$ cat src/rtl/evt_run_pkg.sv
package evt_run_pkg;

   // register select codes
   localparam logic [1:0] SEL_HALT  = 2'd0;
   localparam logic [1:0] SEL_STOP  = 2'd1;
   localparam logic [1:0] SEL_START = 2'd2;
   localparam logic [1:0] SEL_CTRL  = 2'd3;

   localparam int NUM_MASKS = 3;

   // flag positions inside each half of the control register
   localparam int CTRL_STOP_BIT = 0;
   localparam int CTRL_HALT_BIT = 1;

endpackage

$ cat src/rtl/evt_mask_regs.sv
module evt_mask_regs
   import evt_run_pkg::*;
#(
   parameter int NUM_EV = 8,
   parameter int HALF_W = 16
) (
   input  logic                    clk_i,
   input  logic                    rst_ni,
   input  logic                    wr_i,
   input  logic [1:0]              sel_i,
   input  logic [1:0]              lane_i,
   input  logic [1:0][NUM_EV-1:0]  wfield_i,
   output logic [1:0][NUM_EV-1:0]  halt_msk_o,
   output logic [1:0][NUM_EV-1:0]  stop_msk_o,
   output logic [1:0][NUM_EV-1:0]  start_msk_o,
   output logic [2*HALF_W-1:0]     rdata_o
);

   logic [NUM_MASKS-1:0][1:0][NUM_EV-1:0] msk_q;

   always_ff @(posedge clk_i) begin
      if (!rst_ni) begin
         msk_q <= '0;
      end else if (wr_i) begin
         for (int m = 0; m < NUM_MASKS; m++) begin
            for (int h = 0; h < 2; h++) begin
               if (sel_i == 2'(m) && lane_i[h]) begin
                  msk_q[m][h] <= wfield_i[h];
               end
            end
         end
      end
   end

   assign halt_msk_o  = msk_q[0];
   assign stop_msk_o  = msk_q[1];
   assign start_msk_o = msk_q[2];

   always_comb begin
      rdata_o = '0;
      for (int h = 0; h < 2; h++) begin
         case (sel_i)
            SEL_HALT:  rdata_o[h*HALF_W +: NUM_EV] = msk_q[0][h];
            SEL_STOP:  rdata_o[h*HALF_W +: NUM_EV] = msk_q[1][h];
            SEL_START: rdata_o[h*HALF_W +: NUM_EV] = msk_q[2][h];
            default:   rdata_o[h*HALF_W +: NUM_EV] = '0;
         endcase
      end
   end

   // a lane left out of a write keeps its field
   p_lane_keep_r2: assert property (@(posedge clk_i) disable iff (!rst_ni)
      (wr_i && sel_i == SEL_HALT && !lane_i[1]) |=> $stable(msk_q[0][1]));

endmodule

$ cat src/rtl/evt_half_ctrl.sv
module evt_half_ctrl #(
   parameter int   NUM_EV       = 8,
   parameter logic RESET_HALTED = 1'b1
) (
   input  logic              clk_i,
   input  logic              rst_ni,
   input  logic              upd_en_i,
   input  logic              sw_wr_i,
   input  logic              sw_stop_i,
   input  logic              sw_halt_i,
   input  logic [NUM_EV-1:0] evt_i,
   input  logic [NUM_EV-1:0] halt_msk_i,
   input  logic [NUM_EV-1:0] stop_msk_i,
   input  logic [NUM_EV-1:0] start_msk_i,
   output logic              halted_o,
   output logic              stopped_o
);

   logic halted_q, stopped_q, halted_d, stopped_d;
   logic hit_halt, hit_stop, hit_start;

   assign hit_halt  = |(evt_i & halt_msk_i);
   assign hit_stop  = |(evt_i & stop_msk_i);
   assign hit_start = |(evt_i & start_msk_i);

   always_comb begin
      halted_d  = halted_q;
      stopped_d = stopped_q;
      if (sw_wr_i) begin
         halted_d  = sw_halt_i;
         stopped_d = sw_stop_i;
      end else if (upd_en_i && !halted_q) begin
         if (hit_halt) begin
            halted_d = 1'b1;
         end else if (hit_stop) begin
            stopped_d = 1'b1;
         end else if (hit_start) begin
            stopped_d = 1'b0;
         end
      end
   end

   always_ff @(posedge clk_i) begin
      if (!rst_ni) begin
         halted_q  <= RESET_HALTED;
         stopped_q <= 1'b0;
      end else begin
         halted_q  <= halted_d;
         stopped_q <= stopped_d;
      end
   end

   assign halted_o  = halted_q;
   assign stopped_o = stopped_q;

   p_halt_sets_r3: assert property (@(posedge clk_i) disable iff (!rst_ni)
      (upd_en_i && !sw_wr_i && !halted_q && hit_halt) |=> halted_q);

   p_halt_sticky_r4: assert property (@(posedge clk_i) disable iff (!rst_ni)
      (halted_q && !sw_wr_i) |=> (halted_q && $stable(stopped_q)));

   p_stop_sets_r5: assert property (@(posedge clk_i) disable iff (!rst_ni)
      (upd_en_i && !sw_wr_i && !halted_q && !hit_halt && hit_stop)
      |=> (stopped_q && !halted_q));

   p_start_clears_r6: assert property (@(posedge clk_i) disable iff (!rst_ni)
      (upd_en_i && !sw_wr_i && !halted_q && stopped_q && !hit_halt && !hit_stop && hit_start)
      |=> !stopped_q);

   p_sw_load_r8: assert property (@(posedge clk_i) disable iff (!rst_ni)
      sw_wr_i |=> (halted_q == $past(sw_halt_i) && stopped_q == $past(sw_stop_i)));

   p_frozen_r9: assert property (@(posedge clk_i) disable iff (!rst_ni)
      (!upd_en_i && !sw_wr_i) |=> ($stable(halted_q) && $stable(stopped_q)));

endmodule

$ cat src/rtl/evt_counter.sv
module evt_counter #(
   parameter int HALF_W = 16
) (
   input  logic                clk_i,
   input  logic                rst_ni,
   input  logic                unify_i,
   input  logic                en_lo_i,
   input  logic                en_hi_i,
   output logic [2*HALF_W-1:0] count_o
);

   logic [HALF_W-1:0] lo_q, hi_q;
   logic              lo_full, hi_inc;

   assign lo_full = &lo_q;
   assign hi_inc  = unify_i ? (en_lo_i && lo_full) : en_hi_i;

   always_ff @(posedge clk_i) begin
      if (!rst_ni) begin
         lo_q <= '0;
         hi_q <= '0;
      end else begin
         lo_q <= lo_q + {{(HALF_W-1){1'b0}}, en_lo_i};
         hi_q <= hi_q + {{(HALF_W-1){1'b0}}, hi_inc};
      end
   end

   assign count_o = {hi_q, lo_q};

   p_lo_hold_r11: assert property (@(posedge clk_i) disable iff (!rst_ni)
      !en_lo_i |=> (lo_q == $past(lo_q)));

   p_lo_step_r11: assert property (@(posedge clk_i) disable iff (!rst_ni)
      en_lo_i |=> (lo_q == $past(lo_q) + 1'b1));

   p_hi_split_r10: assert property (@(posedge clk_i) disable iff (!rst_ni)
      (!unify_i && !en_hi_i) |=> $stable(hi_q));

   p_hi_carry_r9: assert property (@(posedge clk_i) disable iff (!rst_ni)
      (unify_i && en_lo_i && lo_full) |=> (hi_q == $past(hi_q) + 1'b1));

endmodule

$ cat src/rtl/evt_run_ctrl.sv
module evt_run_ctrl
   import evt_run_pkg::*;
#(
   parameter int NUM_EV = 8,
   parameter int HALF_W = 16
) (
   input  logic                clk_i,
   input  logic                rst_ni,
   input  logic                unify_i,
   input  logic [NUM_EV-1:0]   evt_i,
   input  logic                reg_wr_i,
   input  logic [1:0]          reg_sel_i,
   input  logic [1:0]          reg_lane_i,
   input  logic [2*HALF_W-1:0] reg_wdata_i,
   output logic [2*HALF_W-1:0] reg_rdata_o,
   output logic                cnt_en_lo_o,
   output logic                cnt_en_hi_o,
   output logic                evt_en_lo_o,
   output logic                evt_en_hi_o,
   output logic [2*HALF_W-1:0] count_o
);

   localparam int REG_W = 2 * HALF_W;

   if (NUM_EV < 1 || NUM_EV > HALF_W) begin : g_bad_num_ev
      $error("NUM_EV must lie between 1 and HALF_W");
   end
   if (HALF_W < CTRL_HALT_BIT + 1) begin : g_bad_half_w
      $error("HALF_W too small for control flags");
   end

   logic [1:0][NUM_EV-1:0] wfield, halt_msk, stop_msk, start_msk;
   logic [REG_W-1:0]       msk_rdata, ctrl_rdata;
   logic [1:0]             halted, stopped, active, sw_wr, en_own;
   logic                   ctrl_wr;
   logic                   unused_wdata;

   assign ctrl_wr      = reg_wr_i && (reg_sel_i == SEL_CTRL);
   assign unused_wdata = ^reg_wdata_i;

   evt_mask_regs #(.NUM_EV(NUM_EV), .HALF_W(HALF_W)) u_masks (
      .clk_i       (clk_i),
      .rst_ni      (rst_ni),
      .wr_i        (reg_wr_i),
      .sel_i       (reg_sel_i),
      .lane_i      (reg_lane_i),
      .wfield_i    (wfield),
      .halt_msk_o  (halt_msk),
      .stop_msk_o  (stop_msk),
      .start_msk_o (start_msk),
      .rdata_o     (msk_rdata)
   );

   for (genvar h = 0; h < 2; h++) begin : g_half
      assign wfield[h] = reg_wdata_i[h*HALF_W +: NUM_EV];

      if (h == 0) begin : g_lo
         assign active[h] = 1'b1;
      end else begin : g_hi
         assign active[h] = !unify_i;
      end

      assign sw_wr[h] = ctrl_wr && reg_lane_i[h] && active[h];

      evt_half_ctrl #(.NUM_EV(NUM_EV), .RESET_HALTED(1'b1)) u_ctrl (
         .clk_i       (clk_i),
         .rst_ni      (rst_ni),
         .upd_en_i    (active[h]),
         .sw_wr_i     (sw_wr[h]),
         .sw_stop_i   (reg_wdata_i[h*HALF_W + CTRL_STOP_BIT]),
         .sw_halt_i   (reg_wdata_i[h*HALF_W + CTRL_HALT_BIT]),
         .evt_i       (evt_i),
         .halt_msk_i  (halt_msk[h]),
         .stop_msk_i  (stop_msk[h]),
         .start_msk_i (start_msk[h]),
         .halted_o    (halted[h]),
         .stopped_o   (stopped[h])
      );

      assign en_own[h] = !halted[h] && !stopped[h];

      always_comb begin
         ctrl_rdata[h*HALF_W +: HALF_W] = '0;
         ctrl_rdata[h*HALF_W + CTRL_STOP_BIT] = stopped[h];
         ctrl_rdata[h*HALF_W + CTRL_HALT_BIT] = halted[h];
      end
   end

   assign cnt_en_lo_o = en_own[0];
   assign cnt_en_hi_o = unify_i ? en_own[0] : en_own[1];
   assign evt_en_lo_o = !halted[0];
   assign evt_en_hi_o = unify_i ? !halted[0] : !halted[1];
   assign reg_rdata_o = (reg_sel_i == SEL_CTRL) ? ctrl_rdata : msk_rdata;

   evt_counter #(.HALF_W(HALF_W)) u_cnt (
      .clk_i   (clk_i),
      .rst_ni  (rst_ni),
      .unify_i (unify_i),
      .en_lo_i (cnt_en_lo_o),
      .en_hi_i (cnt_en_hi_o),
      .count_o (count_o)
   );

   // a stopped but live half keeps handling events
   p_stop_keeps_events_r5: assert property (@(posedge clk_i) disable iff (!rst_ni)
      (!cnt_en_lo_o && !halted[0]) |-> evt_en_lo_o);

endmodule

$ cat config.mk
export PLATFORM = sky130hd
export DESIGN_NAME = evt_run_ctrl
export DESIGN_NICKNAME = d
export VERILOG_FILES = /design/src/rtl/evt_run_pkg.sv /design/src/rtl/evt_mask_regs.sv /design/src/rtl/evt_half_ctrl.sv /design/src/rtl/evt_counter.sv /design/src/rtl/evt_run_ctrl.sv
export SDC_FILE = /design/constraint.sdc
export NUM_CORES = 1
export LEC_CHECK = 0
export BUFFER_PORTS_ARGS = -buffer_cell sky130_fd_sc_hd__buf_2
export CORE_ASPECT_RATIO = 0.75
export CORE_UTILIZATION = 25
export CTS_CLUSTER_SIZE = 24
export DETAILED_ROUTE_END_ITERATION = 6
export GPL_TIMING_DRIVEN = 1
export PLACE_DENSITY = 0.44
export SLEW_MARGIN = 15
export SYNTH_ARGS = -nofsm -noshare
export SYNTH_HDL_FRONTEND = slang
export SYNTH_SLANG_ARGS = --single-unit
$ cat constraint.sdc
create_clock -name clk_i -period 7.64 [get_ports clk_i]
set_input_delay 0.764 -clock clk_i [delete_from_list [all_inputs] [get_ports clk_i]]
set_output_delay 0.764 -clock clk_i [all_outputs]
set_load 0.01 [all_outputs]
Word-level counts from Yosys, hierarchy flattened:

Cells that the tools add are included.

* add/subtract/negate cells: 2
* eq/ne operators: 6
* mux-type cells: 22
* bitwise operators: 6
* reduce and logical (&&, ||, !) cells: 40

Operator list (count)
* 8-bit bitwise AND: 6
* 8-bit one-hot mux with 3 select lines: 2
* 8-bit OR reduction: 6
* 16-bit by 1-bit adder with 16-bit output: 2
* 24-bit 2-to-1 mux: 1
* 1-bit 2-to-1 mux: 19
* 16-bit AND reduction: 1
* 1-bit logical AND: 14
* 2-bit AND reduction: 7
* 2-bit by 1-bit != test with 1-bit output (second input constant): 3
* 3-bit AND reduction: 2
* 3-bit nonzero test: 2
* 1-bit zero test: 5
* 2-bit == test (second input constant): 2
* 2-bit nonzero test: 2
* 2-bit by 1-bit == test with 1-bit output (second input constant): 1
* 2-bit zero test: 1

* register bits after elaboration: 84
* output and inout bits: 68
* logic and storage cells: 88

Longest topological paths before layout:

* word-level depth: 7
* depth in mapped cells: 10

Cells and area by module:

Synthesis repeated with hierarchy kept, for this count alone.

* cell total of the unflattened synthesis: 499
* area, all modules: 4544.4 µm²

Modules (own cells, without submodules)
* evt_mask_regs: times used 1, cells an instance 235, area an instance 2316.0 µm², seq. area each 960.9 µm²
* evt_counter: times used 1, cells an instance 167, area an instance 1497.7 µm², seq. area each 640.6 µm²
* evt_half_ctrl: times used 2, cells an instance 25, area an instance 205.2 µm², seq. area each 40.0 µm²
* evt_run_ctrl: times used 1, cells an instance 47, area an instance 320.3 µm², seq. area each 0.0 µm²

Worst setup path after synthesis:

OpenSTA, ideal clock, no wires.

* path kind: register -> register
* start: register u_cnt.lo_q[3]
* end: register u_cnt.hi_q[12]
* setup time: 0.076 ns
* arrival: 2.437 ns
* data required time: 7.564 ns
* setup slack: 5.128 ns
* stages on the path, launching flop included: 10
* path buffers: 0
* period minus slack after synthesis: 2.512 ns
* cell sequence: dfxtp_1 and4_4 nand3_4 o41ai_1 ha_1 ha_1 and3_1 nand4_1 or3_1 a21boi_0

* word-level cells in the longest chain between the ends: 4

RTL lines
* start, declared: line evt_counter.sv:12 `logic [HALF_W-1:0] lo_q, hi_q;`
* start signal, assigned: line evt_counter.sv:23 `lo_q <= lo_q + {{(HALF_W-1){1'b0}}, en_lo_i};`
* 16-bit AND reduction: line evt_counter.sv:15 `assign lo_full = &lo_q;`
* 1-bit logical AND: line evt_counter.sv:16 `assign hi_inc = unify_i ? (en_lo_i && lo_full) : en_hi_i;`
* 1-bit 2-to-1 mux: line evt_counter.sv:16
* 16-bit by 1-bit adder with 16-bit output: line evt_counter.sv:24 `hi_q <= hi_q + {{(HALF_W-1){1'b0}}, hi_inc};`
* end signal, assigned: line evt_counter.sv:24
* end, declared: line evt_counter.sv:12

Every way passes these cells.
A chain may end at the register's enable or synchronous reset.

Worst setup path after layout:

* start: input reg_sel_i[0]
* end: output reg_rdata_o[7]

* word-level cells in the longest chain between the ends: 3
* elaborated cells on any way between the ends: 6

RTL lines
* start, declared: line evt_run_ctrl.sv:12 `input logic [1:0] reg_sel_i,`
* 2-bit == test (tied with other cells): line evt_mask_regs.sv:42 `case (sel_i)`
* 8-bit one-hot mux with 3 select lines: line evt_mask_regs.sv:42
* 24-bit 2-to-1 mux (*): line evt_run_ctrl.sv:93 `assign reg_rdata_o = (reg_sel_i == SEL_CTRL) ? ctrl_rdata : msk_rdata;`
* end, declared: line evt_run_ctrl.sv:15 `output logic [2*HALF_W-1:0] reg_rdata_o,`

Mark *: on every way between the ends. The rest lies on a longest branch, timed or not.

==> flow_metrics.tcl <==
set metrics [dict create \
    slowest_delay_ps 600 \
    grt_pass1_wl_um 18750 \
    cts_htree_levels 3 \
    yosys_warnings 0 \
    wl_per_cell_um 15.43 \
    dr.first_iter.drc_count 196 \
    synth_top_flop_cell "dfxtp_1" \
    drive_gt1_share_pct 19.43 \
    cts_sinks 84 \
    initial_core_util_pct 25.75 \
    postCtsHoldBufs 0 \
    clk_pin_slew_worst_paths_ps 70 \
    root_buffer "clkbuf_16" \
    final_cells 776 \
    io_pins 116 \
    placedCellCount 760 \
    vias 3644 \
    yosysUniqueCellTypes 42 \
    async_flop_share_pct 0 \
    postCtsSetupRepairBufs 0 \
    synth-edff-count 0 \
    die-area_um2 17180 \
    hold_viol 0 \
    worst-path-buf-inv 3 \
    cts-buffers-inserted 9 \
    synth_area_per_cell_um2 8.583 \
    tightest_slew_ps 773.9 \
    grt_max_degree 85 \
    vias_per_cell 4.696 \
    vdd_drop_max_mv 0.08846 \
    multi_input_area_um2 2328 \
    cts_resized 0 \
    drtAntennaViolNets 0 \
    period_needed_ps 3217 \
    yosysMostFrequentCell "nand2_1" \
    fin_crit_sh_pct 42.11 \
    skew_ps 4.303 \
    placed_cell_area_um2 4713 \
    critPathTopFamily "buffers and inverters" \
    regArea_um2 1682 \
    path_class "in2out" \
    coreArea_um2 16170 \
    rsz0062_at_grt "no" \
    fmax_ghz 0.3108 \
    place.gp.congestion 0.7972 \
    fillers 1699 \
    crit_top_cell "buf_2" \
    cts.path.max_buffers 2 \
    cp_slowest_cell "nor2b_1" \
    port_buffers 83 \
    grt-ovfl-total 0 \
    finalNetCount 613 \
    yosysTopAreaCell "dfxtp_1" \
    synthCells 485 \
    crit_fanout 25 \
    maxCapViolations 0 \
    track_usage_pct 14.58 \
    run_status "complete, no violations" \
    start_kind "input port" \
    clock_latency_ps 350 \
    dpl.hpwl_um 8595 \
    postLayoutSetupSlackWorst_ps 4423 \
    setup_viol 0 \
    wirelength_um 11980 \
    power_leakage_nw 1.988 \
    timing.critical_path.cells "buf_2 -> nor2b_1 -> buf_4 -> nand2_1 -> o21ai_0 -> buf_2" \
    worstPathRequired_ps 6880 \
    hp-class "reg2reg" \
    synth.top_cells.by_count "nand2_1, dfxtp_1, a21boi_0" \
    grt_antenna_before_repair 0 \
    end_kind "primary output" \
    diodes 0 \
    final_cell_area_um2 5027 \
    synth.ff_latch_count 84 \
    cellPowerDensity_nw_per_um2 193.5 \
    die_y_um 113.8 \
    synth_area_um2 4163 \
    slew_headroom_pct 48.21 \
    syn2layout_area_growth_pct 20.77 \
    cts_tree "done" \
    drv_slew 0 \
    arrival_ps 2450 \
    tns_ps 0 \
    yosysSeqAreaShare_pct 40.40 \
    synth_area_leaders "dfxtp_1, nand2_1, a21boi_0, mux2i_1, and2_1" \
    drc 0 \
    rows 40 \
    dr.pass1.iters 4 \
    pre_cts_slack_ps 4431 \
    dieWidth_um 151 \
    grt_pass1_vias 3354 \
    synth_top_area_share_pct 40.40 \
]
-- power breakdown --
part	internal, W	leakage [nW]	total (W)	switching, W
combinational	0.0000246	1.16	0.0000695	0.0000449
sequential	0.000444	0.678	0.000449	0.00000521
clock	0.000259	0.149	0.000454	0.000195
-- sequential cells by signal, indices dropped and copies added (netlist names) --
register and flops:
g_half.u_ctrl.halted_o 2, g_half.u_ctrl.stopped_o 2, u_cnt.hi_q 16, u_cnt.lo_q 16
u_masks.halt_msk_o 16, u_masks.start_msk_o 16, u_masks.stop_msk_o 16
-- cell families (layout without fill, tap and decap cells) --
group | after synthesis | in the layout | synth area share [%]
DFF | 84 | 84 | 40.40
and+or+nand+nor | 212 | 212 | 24.65
other | 1 | 16 | 0.09008
adders and majority gates | 4 | 4 | 1.202
buffers and inverters | 39 | 105 | 5.140
muxes | 25 | 25 | 7.214
AOI/OAI and AO/OA | 98 | 98 | 16.68
xor gates and xnor gates | 22 | 22 | 4.629
-- stage by stage --
| step | power [W] | util [%] | hold slack [ps] |
|---|---|---|---|
| finish | 0.0009728 | 31.10 | 479.9 |
| global route | 0.001021 | 31.10 | 502.6 |
| CTS | 0.0009899 | 31.07 | 482.5 |
| detailed placement | 0.0005284 | 29.16 | 475.3 |
| global placement | 0.0005275 | 29.16 | 467.2 |
| floorplan | 0.0005016 | - | 453.0 |
-- placed cells by master (no fill, tap or decap), drive strengths merged, types with 2 or more instances in the layout --
cell type,synthesis,layout
clkbuf,13,9
ha,4,4
nor3,6,6
or3,7,7
inv,4,7
and3,6,6
clkinv,0,2
conb,1,16
dfxtp,84,84
nor4,3,3
nand2,115,115
a22oi,16,16
a221oi,3,3
nand4,13,13
a21boi,48,48
xnor2,15,15
nand3,14,14
xor2,7,7
mux4,4,4
nor2,8,8
buf,22,85
a22o,3,3
mux2i,21,21
o21ai,20,20
nor2b,10,10
and2,26,26
-- worst register-to-register path, cell delays in order (launching register included) --
cell and delay (ps):
dfxtp_1 420, and4_4 280, nand3_4 120, o41ai_1 460, ha_1 290, ha_1 200, and3_1 260, nand4_1 220
or3_1 350, a21boi_0 160
-- metal layers --
metal	routed length, um	track usage [%]
met5	0	0
met4	176	4.333
met3	753	4.880
met2	4911	20.18
met1	6135	21.08
-- worst paths after layout --
check / startpoint / to / slack (ps) / cells past startpoint
setup reg to reg: u_cnt.lo_q[3]$_SDFF_PN0_ / u_cnt.hi_q[12]$_SDFF_PN0_ / 4810 / 9
setup / recovery: reg_sel_i[0] / reg_rdata_o[7] / 4420 / 6
hold reg to reg: u_masks.start_msk_o[1]$_SDFFE_PN0P_ / u_masks.start_msk_o[1]$_SDFFE_PN0P_ / 480 / 2
hold / removal: u_masks.start_msk_o[1]$_SDFFE_PN0P_ / u_masks.start_msk_o[1]$_SDFFE_PN0P_ / 480 / 2
-- cell type report --
cell class,count,share of cell area (%)
Multi-Input combinational cell,377,46.32
Timing Repair Buffer,85,8.561
Clock buffer,9,4.480
Sequential cell,84,33.45
Inverter,4,0.2987
Clock inverter,7,1.667
Tap cell,210,5.226
Note: power is estimated with default switching activity, not from simulation.
